## src/rtl/pid_pkg.sv

```systemverilog
package pid_pkg;

  localparam int unsigned OFS_SENSE   = 'h404;
  localparam int unsigned OFS_ANYEDGE = 'h408;
  localparam int unsigned OFS_POLAR   = 'h40C;
  localparam int unsigned OFS_ENABLE  = 'h410;
  localparam int unsigned OFS_RAW     = 'h414;
  localparam int unsigned OFS_MASKED  = 'h418;
  localparam int unsigned OFS_CLEAR   = 'h41C;

  localparam int unsigned CFG_COUNT = 4;

  typedef enum logic [2:0] {
    SEL_NONE    = 3'd0,
    SEL_SENSE   = 3'd1,
    SEL_ANYEDGE = 3'd2,
    SEL_POLAR   = 3'd3,
    SEL_ENABLE  = 3'd4,
    SEL_RAW     = 3'd5,
    SEL_MASKED  = 3'd6,
    SEL_CLEAR   = 3'd7
  } reg_sel_e;

endpackage

```

## src/rtl/pid_addr_decode.sv

```systemverilog
module pid_addr_decode
  import pid_pkg::*;
#(
  parameter int ADDR_W = 12
) (
  input  logic [ADDR_W-1:0] addr,
  output reg_sel_e          sel
);

  always_comb begin
    sel = SEL_NONE;
    if      (addr == ADDR_W'(OFS_SENSE))   sel = SEL_SENSE;
    else if (addr == ADDR_W'(OFS_ANYEDGE)) sel = SEL_ANYEDGE;
    else if (addr == ADDR_W'(OFS_POLAR))   sel = SEL_POLAR;
    else if (addr == ADDR_W'(OFS_ENABLE))  sel = SEL_ENABLE;
    else if (addr == ADDR_W'(OFS_RAW))     sel = SEL_RAW;
    else if (addr == ADDR_W'(OFS_MASKED))  sel = SEL_MASKED;
    else if (addr == ADDR_W'(OFS_CLEAR))   sel = SEL_CLEAR;
  end

endmodule

```

## src/rtl/pid_cfg_regs.sv

```systemverilog
module pid_cfg_regs
  import pid_pkg::*;
#(
  parameter int PINS = 8
) (
  input  logic            clk,
  input  logic            rst,
  input  logic            wr_en,
  input  reg_sel_e        sel,
  input  logic [PINS-1:0] wdata,
  output logic [PINS-1:0] sense_o,
  output logic [PINS-1:0] anyedge_o,
  output logic [PINS-1:0] polar_o,
  output logic [PINS-1:0] enable_o
);

  logic [PINS-1:0] cfg_q [CFG_COUNT];

  // The four writable registers share one structure and differ only in
  // the select code that loads them (SEL_SENSE + index).
  for (genvar g = 0; g < CFG_COUNT; g++) begin : g_cfg
    localparam reg_sel_e MY_SEL = reg_sel_e'(3'(g + 1));
    always_ff @(posedge clk) begin
      if (rst) begin
        cfg_q[g] <= '0;
      end else if (wr_en && sel == MY_SEL) begin
        cfg_q[g] <= wdata;
      end
    end
  end

  assign sense_o   = cfg_q[0];
  assign anyedge_o = cfg_q[1];
  assign polar_o   = cfg_q[2];
  assign enable_o  = cfg_q[3];

  AST_ENABLE_ZERO_AFTER_RESET: assert property (@(posedge clk) disable iff (rst)
    $past(rst) |-> (enable_o == '0 && sense_o == '0));

endmodule

```

## src/rtl/pid_pin_detect.sv

```systemverilog
module pid_pin_detect #(
  parameter int PINS = 8
) (
  input  logic            clk,
  input  logic            rst,
  input  logic [PINS-1:0] pin_i,
  input  logic [PINS-1:0] sense_i,
  input  logic [PINS-1:0] anyedge_i,
  input  logic [PINS-1:0] polar_i,
  input  logic [PINS-1:0] clr_i,
  output logic [PINS-1:0] raw_d_o,
  output logic [PINS-1:0] raw_q_o
);

  logic [PINS-1:0] pin_q;
  logic [PINS-1:0] hit;
  logic [PINS-1:0] raw_q;
  logic [PINS-1:0] raw_d;

  // Previous-pin sample keeps tracking the pins during reset so that
  // activity under reset never looks like an edge once reset drops.
  always_ff @(posedge clk) begin
    if (rst) begin
      pin_q <= pin_i;
    end else begin
      pin_q <= pin_i;
    end
  end

  for (genvar i = 0; i < PINS; i++) begin : g_pin
    logic rise;
    logic fall;
    logic lvl;

    always_comb begin
      rise   = pin_i[i] & ~pin_q[i];
      fall   = ~pin_i[i] & pin_q[i];
      lvl    = polar_i[i] ? pin_i[i] : ~pin_i[i];
      hit[i] = ~sense_i[i] & (anyedge_i[i] ? (rise | fall)
                                          : (polar_i[i] ? rise : fall));
      if (sense_i[i]) begin
        raw_d[i] = lvl;
      end else begin
        raw_d[i] = (raw_q[i] & ~clr_i[i]) | hit[i];
      end
    end

    AST_EDGE_BEATS_CLEAR: assert property (@(posedge clk) disable iff (rst)
      hit[i] |=> raw_q[i]);

    AST_EDGE_STICKY: assert property (@(posedge clk) disable iff (rst)
      (!sense_i[i] && raw_q[i] && !clr_i[i]) |=> raw_q[i]);

    AST_CLEAR_DROPS_BIT: assert property (@(posedge clk) disable iff (rst)
      (!sense_i[i] && clr_i[i] && !hit[i]) |=> !raw_q[i]);

    AST_LEVEL_TRACKS_PIN: assert property (@(posedge clk) disable iff (rst)
      sense_i[i] |=> (raw_q[i] == ($past(polar_i[i]) ? $past(pin_i[i])
                                                     : !$past(pin_i[i]))));

    AST_ANYEDGE_CATCHES: assert property (@(posedge clk) disable iff (rst)
      (!sense_i[i] && anyedge_i[i] && (pin_i[i] != pin_q[i])) |=> raw_q[i]);
  end

  always_ff @(posedge clk) begin
    if (rst) begin
      raw_q <= '0;
    end else begin
      raw_q <= raw_d;
    end
  end

  assign raw_d_o = raw_d;
  assign raw_q_o = raw_q;

endmodule

```

## src/rtl/pid_read_mux.sv

```systemverilog
module pid_read_mux
  import pid_pkg::*;
#(
  parameter int PINS = 8
) (
  input  logic            clk,
  input  logic            rst,
  input  logic            rd_en,
  input  reg_sel_e        sel,
  input  logic [PINS-1:0] sense_i,
  input  logic [PINS-1:0] anyedge_i,
  input  logic [PINS-1:0] polar_i,
  input  logic [PINS-1:0] enable_i,
  input  logic [PINS-1:0] raw_i,
  output logic [PINS-1:0] rdata_o
);

  logic [PINS-1:0] rd_mux;

  always_comb begin
    unique case (sel)
      SEL_SENSE:   rd_mux = sense_i;
      SEL_ANYEDGE: rd_mux = anyedge_i;
      SEL_POLAR:   rd_mux = polar_i;
      SEL_ENABLE:  rd_mux = enable_i;
      SEL_RAW:     rd_mux = raw_i;
      SEL_MASKED:  rd_mux = raw_i & enable_i;
      default:     rd_mux = '0;
    endcase
  end

  always_ff @(posedge clk) begin
    if (rst) begin
      rdata_o <= '0;
    end else if (rd_en) begin
      rdata_o <= rd_mux;
    end
  end

  AST_RDATA_HOLDS: assert property (@(posedge clk) disable iff (rst)
    !rd_en |=> $stable(rdata_o));

endmodule

```

## src/rtl/pin_irq_detector.sv

```systemverilog
module pin_irq_detector
  import pid_pkg::*;
#(
  parameter int PINS   = 8,
  parameter int ADDR_W = 12
) (
  input  logic              clk,
  input  logic              rst,
  input  logic [PINS-1:0]   pin_i,
  input  logic              wr_en,
  input  logic              rd_en,
  input  logic [ADDR_W-1:0] addr,
  input  logic [PINS-1:0]   wdata,
  output logic [PINS-1:0]   rdata,
  output logic              irq_o
);

  reg_sel_e        sel;
  logic [PINS-1:0] sense;
  logic [PINS-1:0] anyedge;
  logic [PINS-1:0] polar;
  logic [PINS-1:0] enable;
  logic [PINS-1:0] clr;
  logic [PINS-1:0] raw_d;
  logic [PINS-1:0] raw_q;
  logic            irq_q;

  pid_addr_decode #(.ADDR_W(ADDR_W)) u_decode (
    .addr (addr),
    .sel  (sel)
  );

  pid_cfg_regs #(.PINS(PINS)) u_cfg (
    .clk       (clk),
    .rst       (rst),
    .wr_en     (wr_en),
    .sel       (sel),
    .wdata     (wdata),
    .sense_o   (sense),
    .anyedge_o (anyedge),
    .polar_o   (polar),
    .enable_o  (enable)
  );

  assign clr = (wr_en && sel == SEL_CLEAR) ? wdata : '0;

  pid_pin_detect #(.PINS(PINS)) u_detect (
    .clk       (clk),
    .rst       (rst),
    .pin_i     (pin_i),
    .sense_i   (sense),
    .anyedge_i (anyedge),
    .polar_i   (polar),
    .clr_i     (clr),
    .raw_d_o   (raw_d),
    .raw_q_o   (raw_q)
  );

  pid_read_mux #(.PINS(PINS)) u_rd (
    .clk       (clk),
    .rst       (rst),
    .rd_en     (rd_en),
    .sel       (sel),
    .sense_i   (sense),
    .anyedge_i (anyedge),
    .polar_i   (polar),
    .enable_i  (enable),
    .raw_i     (raw_q),
    .rdata_o   (rdata)
  );

  // Registered from next-state status so irq_o moves with raw status.
  always_ff @(posedge clk) begin
    if (rst) begin
      irq_q <= 1'b0;
    end else begin
      irq_q <= |(raw_d & enable);
    end
  end

  assign irq_o = irq_q;

  AST_IRQ_IS_MASKED_OR: assert property (@(posedge clk) disable iff (rst)
    !$past(rst) |-> (irq_o == |(raw_q & $past(enable))));

endmodule

```

## config.mk

```make
export PLATFORM = sky130hd
export DESIGN_NAME = pin_irq_detector
export DESIGN_NICKNAME = d
export VERILOG_FILES = /design/src/rtl/pid_pkg.sv /design/src/rtl/pid_addr_decode.sv /design/src/rtl/pid_cfg_regs.sv /design/src/rtl/pid_pin_detect.sv /design/src/rtl/pid_read_mux.sv /design/src/rtl/pin_irq_detector.sv
export SDC_FILE = /design/constraint.sdc
export NUM_CORES = 1
export LEC_CHECK = 0
export ABC_AREA = 0
export CORE_MARGIN = 4
export CORE_UTILIZATION = 50
export CTS_CLUSTER_SIZE = 25
export DETAILED_ROUTE_END_ITERATION = 8
export PLACE_DENSITY_LB_ADDON = 0.08
export SLEW_MARGIN = 20
export SYNTH_ARGS = -nofsm -noshare
export SYNTH_HDL_FRONTEND = slang
export SYNTH_SLANG_ARGS = --single-unit
```

## constraint.sdc

```tcl
create_clock -name clk -period 1.8 [get_ports clk]
set_clock_uncertainty 0.05 [all_clocks]
set_input_delay 0.18 -clock clk [delete_from_list [all_inputs] [get_ports clk]]
set_output_delay 0.18 -clock clk [all_outputs]
set_load 0.005 [all_outputs]
```

; ---- After elaboration in Yosys (flattened, before gate mapping)
; Memories as Yosys holds them, arrays and structs flattened.
; Index checks and enable logic that the tools add are counted.
[word_totals]
mem_bits_rw = 32
elab_cells = 170
ff_bits = 25
n_memories = 1
inputBits = 32
output_inout_bits = 9
[op_classes]
n_mux = 59
n_eq_ne = 14
bitwise = 86
reduce_logical = 6
[mem_list]
columns = name, words, width, read_ports, rd_ports_with_merged_regs, wr, line
row1 = u_cfg.cfg_q, 4, 8, 4, 0, 4, pid_cfg_regs.sv:17  ; logic [PINS-1:0] cfg_q [CFG_COUNT];
[ops]
columns = cell, n
row1 = $eq 12x11->1 const B, 7
row2 = $pmux 8 s6, 1
row3 = $mux 1, 46
row4 = $mux 8, 5
row5 = $and 1x1->1, 32
row6 = $not 1->1, 32
row7 = $mux 3, 7
row8 = $or 1x1->1, 20
row9 = $and 8x8->8, 2
row10 = $eq 3x3->1 const B, 4
row11 = $reduce_or 8->1, 1
row12 = $eq 3x2->1 const B, 2
row13 = $logic_and 1x1->1, 5
row14 = $eq 3x1->1 const B, 1

; ---- Logic depth before layout (Yosys ltp)
[depth]
word_depth = 17
depth_mapped = 7
mapped_depth_nobuf = 7

; ---- By module
; Synthesis repeated with hierarchy kept, for this count alone.
[hier_totals]
hier_cells = 325
area_unflattened_um2 = 3522.1
[modules_own_cells]
columns = mod, area_each_um2, n_inst, cells_each, seq_area_each_um2
row1 = pid_cfg_regs, 1292.5, 1, 78, 960.9
row2 = pid_pin_detect, 1244.9, 1, 113, 320.3
row3 = pid_read_mux, 802.0, 1, 111, 160.2
row4 = pin_irq_detector, 120.1, 1, 15, 20.0
row5 = pid_addr_decode, 62.6, 1, 8, 0.0

; ---- Worst setup path after synthesis
; No wires, ideal clock.
[synth_path]
path_type = in2reg
from = input port addr[2]
to = memory u_cfg.cfg_q[0][0], enable pin
path_slack_ns = -0.081
stages = 4
setup_ns = 0.375
arrival_time_ns = 1.457
required_ns = 1.375
n_path_buf = 1
cell_sequence = clkbuf_1 -> nor3b_1 -> nand4_1 -> o21bai_1
[synth_lines]
columns = element, line
row1 = from (decl), pin_irq_detector.sv:12  ; input logic [ADDR_W-1:0] addr,
row2 = to (decl), pid_cfg_regs.sv:17

; ---- Worst setup path in the final report
[layout_path]
from = input port addr[9]
to = register irq_q (netlist: irq_o)
[layout_via]
elab_chain_cells = 17
elab_cells_between_ends = 51
cone_classes = eq/ne: 8 / mux: 16 / bitwise: 25 / reduce/logical: 2
[layout_rtl]
columns = element, line
row1 = $eq 12x11->1, pid_addr_decode.sv:18  ; else if (addr == ADDR_W'(OFS_CLEAR)) sel = SEL_CLEAR;
row2 = $mux 3, pid_addr_decode.sv:18
row3 = $mux 3, pid_addr_decode.sv:17  ; else if (addr == ADDR_W'(OFS_MASKED)) sel = SEL_MASKED;
row4 = $mux 3, pid_addr_decode.sv:16  ; else if (addr == ADDR_W'(OFS_RAW)) sel = SEL_RAW;
row5 = $mux 3, pid_addr_decode.sv:15  ; else if (addr == ADDR_W'(OFS_ENABLE)) sel = SEL_ENABLE;
row6 = $mux 3, pid_addr_decode.sv:14  ; else if (addr == ADDR_W'(OFS_POLAR)) sel = SEL_POLAR;
row7 = $mux 3, pid_addr_decode.sv:13  ; else if (addr == ADDR_W'(OFS_ANYEDGE)) sel = SEL_ANYEDGE;
row8 = $mux 3 *, pid_addr_decode.sv:12  ; if (addr == ADDR_W'(OFS_SENSE)) sel = SEL_SENSE;
row9 = $eq 3x3->1 *, pin_irq_detector.sv:45  ; assign clr = (wr_en && sel == SEL_CLEAR) ? wdata : '0;
row10 = $logic_and 1x1->1 *, pin_irq_detector.sv:45
row11 = $mux 8 *, pin_irq_detector.sv:45
row12 = $not 1->1, pid_pin_detect.sv:44  ; raw_d[i] = (raw_q[i] & ~clr_i[i]) | hit[i];
row13 = $and 1x1->1, pid_pin_detect.sv:44
row14 = $or 1x1->1, pid_pin_detect.sv:44
row15 = $mux 1, pid_pin_detect.sv:41  ; if (sense_i[i]) begin
row16 = $and 8x8->8 *, pin_irq_detector.sv:77  ; irq_q <= |(raw_d & enable);
row17 = $reduce_or 8->1 *, pin_irq_detector.sv:77
row18 = to (signal assigned), pin_irq_detector.sv:77
row19 = to (decl), pin_irq_detector.sv:26  ; logic irq_q;
; Mark *: on every way between the ends. The rest lies on a longest branch, timed or not.
; A chain may end at the register's enable or synchronous reset.

==> impl_metrics.py <==
metrics = {
    "run_status": {
        "status": "complete, no violations",
    },
    "timing": {
        "rsz0062_at_grt": "no",
        "slew_violations": 0,
        "hold_viol": 0,
        "final-setup-viol-count": 0,
        "whs_ns": 0.003431,
        "period_minus_slack_ns": 1.726,
        "fin_crit_sh_pct": 95.87,
        "tightest_slew_ns": 0.3566,
        "relSlewSlack_pct": 76.05,
        "max_clock_freq_mhz": 579.5,
    },
    "global_route": {
        "antenna_found_initial": 0,
        "met2_usage_pct": 37.82,
        "top_usage_layer": "met2",
        "track_usage_pct": 21.92,
        "use_met3_pct": 4.730,
        "grt_max_degree": 23,
        "gr-total-overflow": 0,
        "grt_pass1_wl_microns": 12480,
        "met1_usage_pct": 26.69,
        "grt_pass1_vias": 2557,
    },
    "detailed_routing": {
        "num_vias": 2511,
        "firstDrtPassIters": 5,
        "routed_wl_microns": 7590,
        "drt-initial-drc-count": 134,
        "avgRoutedWirePerCell_microns": 16.18,
        "drcViolationCount": 0,
        "drtAntennaViolNets": 0,
        "post_drt_via_cell_ratio": 5.354,
    },
    "placement": {
        "place.gp.congestion": 0.8596,
        "dp_hpwl_microns": 5814,
        "place.port_buffers": 40,
    },
    "floorplan": {
        "num_rows": 28,
        "die_x_microns": 87.08,
        "start_util_pct": 52.19,
        "die_h_microns": 87.08,
        "die-area_sq_um": 7583,
        "core_area_sq_um": 5991,
        "pin_count": 41,
    },
    "cts": {
        "cts.sinks": 57,
        "clkTransAtPathRegs_ns": 0.06,
        "clkLatencyLatePin_ns": 0.33,
        "root_buffer": "clkbuf_8",
        "hold_buffers": 0,
        "h-tree-depth": 3,
        "cts_made_buffers": 9,
        "cts_tree": "yes",
        "cts_buffer_depth": 2,
    },
    "logic_synthesis": {
        "postSynth.asyncResetShare_pct": 0,
        "synthCells": 290,
        "syn_area_sq_um": 3127,
        "syn-num-nets": 338,
        "yosysSeqAreaShare_pct": 46.74,
        "syn_avg_cell_area_sq_um": 10.78,
        "yosys_warnings": 0,
        "synth_edf_count": 32,
        "netlist-cell-type-count": 42,
        "synth_seq_cells": 57,
        "synth_flop_cell": "edfxtp_1",
    },
    "final_layout": {
        "fin_nets": 437,
        "drive_gt1_share_pct": 25.63,
        "area_growth_pct": 34.61,
        "n_antenna_cell": 0,
    },
    "job": {
        "max_cap_viol_count": 0,
    },
    "worst_setup_path": {
        "path_class": "in2reg",
        "critPathArrivalTime_ns": 1.87,
        "cp.required_ns": 1.94,
        "worstSetupEndpointType": "flip-flop",
        "critPathLaunchType": "primary input",
        "worstPathMaxFanout": 4,
    },
    "power_and_ir_drop": {
        "fin_total_pwr_mw": 2.985,
        "ir_worst_vdd_uv": 590.8,
        "leakagePower_nw": 1.787,
        "power.density_nw_per_um2": 709.2,
    },
    "worst_hold_path": {
        "hp-class": "in2reg",
    },
}
## per-stage QoR
stage | utilization (%) | cell area (sq um) | std cells | setup WS [ns] | TNS [ns]
finish | 70.26 | 4209 | 469 | 0.07435 | 0
floorplan | - | 3152 | 290 | -0.01910 | -0.1528
detailed placement | 67.40 | 4038 | 453 | -0.5946 | -34.47
global route | 70.26 | 4209 | 469 | 0.005074 | 0
global placement | 67.40 | 4038 | 453 | -0.5464 | -31.78
CTS | 70.05 | 4197 | 467 | 0.008032 | 0
## layout make-up
type	instances	area (sq um)
repair buffers	94	805.8
flip-flops and latches	57	1461
multi-input cells	192	1543
fillers	468	1782
clock inverters	3	15.01
clock buffers	13	158.9
inverters	35	131.4
well taps	75	93.84
## power by group
part,leakage [nW],internal (mW),switching [mW]
sequential,0.512,1.45,0.0566
combinational,1.18,0.238,0.187
clock,0.0932,0.568,0.485
## critical path, cell delays in order
cell	delay, ns
buf_6	0.10
or4b_4	0.55
nor4_4	0.29
buf_4	0.19
o211ai_1	0.16
a22oi_1	0.25
a41oi_1	0.14
## synth_stat cells, types with 2 or more instances
master,n,share of area (%)
o21ai_0,15,2.4
nor4_2,4,1.6
nand2b_1,8,1.6
o221ai_1,7,2.0
nor2b_1,8,1.6
a21o_1,2,0.48
and2_1,40,8.0
a211oi_1,7,1.7
clkbuf_1,5,0.60
a21oi_1,8,1.3
xnor2_1,8,2.2
a221oi_1,8,2.2
o21bai_1,2,0.48
dfxtp_1,25,16
edfxtp_1,32,31
mux2_2,8,2.9
nor4_4,2,1.4
inv_1,34,4.1
a22oi_1,5,1.2
nor2_1,11,1.3
nand4_1,3,0.60
a2bb2oi_1,7,2.0
ha_1,16,6.4
o211ai_1,7,1.7
## state kept, by name, indices dropped and copies added, names as in the netlist
name,count
irq_o,1
u_detect.raw_q_o,8
u_detect.pin_q,8
u_rd.rdata_o,8
u_cfg.cfg_q,32
## layout by cell type (no fill, tap or decap), types with 8 or more instances in the layout
cell / n
ha_1: 16
a21oi_1: 8
nand2b_1: 8
o21ai_0: 10
nor2b_1: 8
a221oi_1: 8
clkbuf_8: 11
edfxtp_1: 32
clkdlybuf4s50_1: 28
and2_1: 40
mux2_2: 8
nor2_1: 10
buf_4: 50
xnor2_1: 8
inv_1: 34
dfxtp_1: 25
## timing repair
action,4_1_cts,5_1_grt
pin swaps,12,10
gates resized for setup,21,21
gates cloned,0,0
buffers inserted,0,2
setup endpoints to repair,71,24
## cell families (layout without fill, tap and decap cells)
kind of cell	Yosys count	in the layout	synth area share, %
mux	9	9	3.201
flops	57	57	46.74
buf+inv	41	145	5.042
compound gates	73	73	16.77
fa+ha+maj	16	16	6.402
simple gates	86	86	19.61
xor+xnor	8	8	2.241
## path summary, 6_finish.rpt
| kind | start | end | slack [ns] | cells past startpoint |
|---|---|---|---|---|
| hold / removal | pin_i[1] | u_detect.pin_q[1] | 0.003 | 1 |
| setup reg to reg | u_detect.pin_q[7] | irq_o | 0.15 | 7 |
| hold reg to reg | u_detect.raw_q_o[2] | u_rd.rdata_o[2] | 0.43 | 2 |
| setup / recovery | addr[9] | irq_o | 0.07 | 7 |
## metal layers
layer	vias up	routed length, microns
met5	-	0
met4	0	146
met3	16	361
met2	69	3827
met1	1165	3254
li1	1261	-
(Power assumes the default switching activity.)
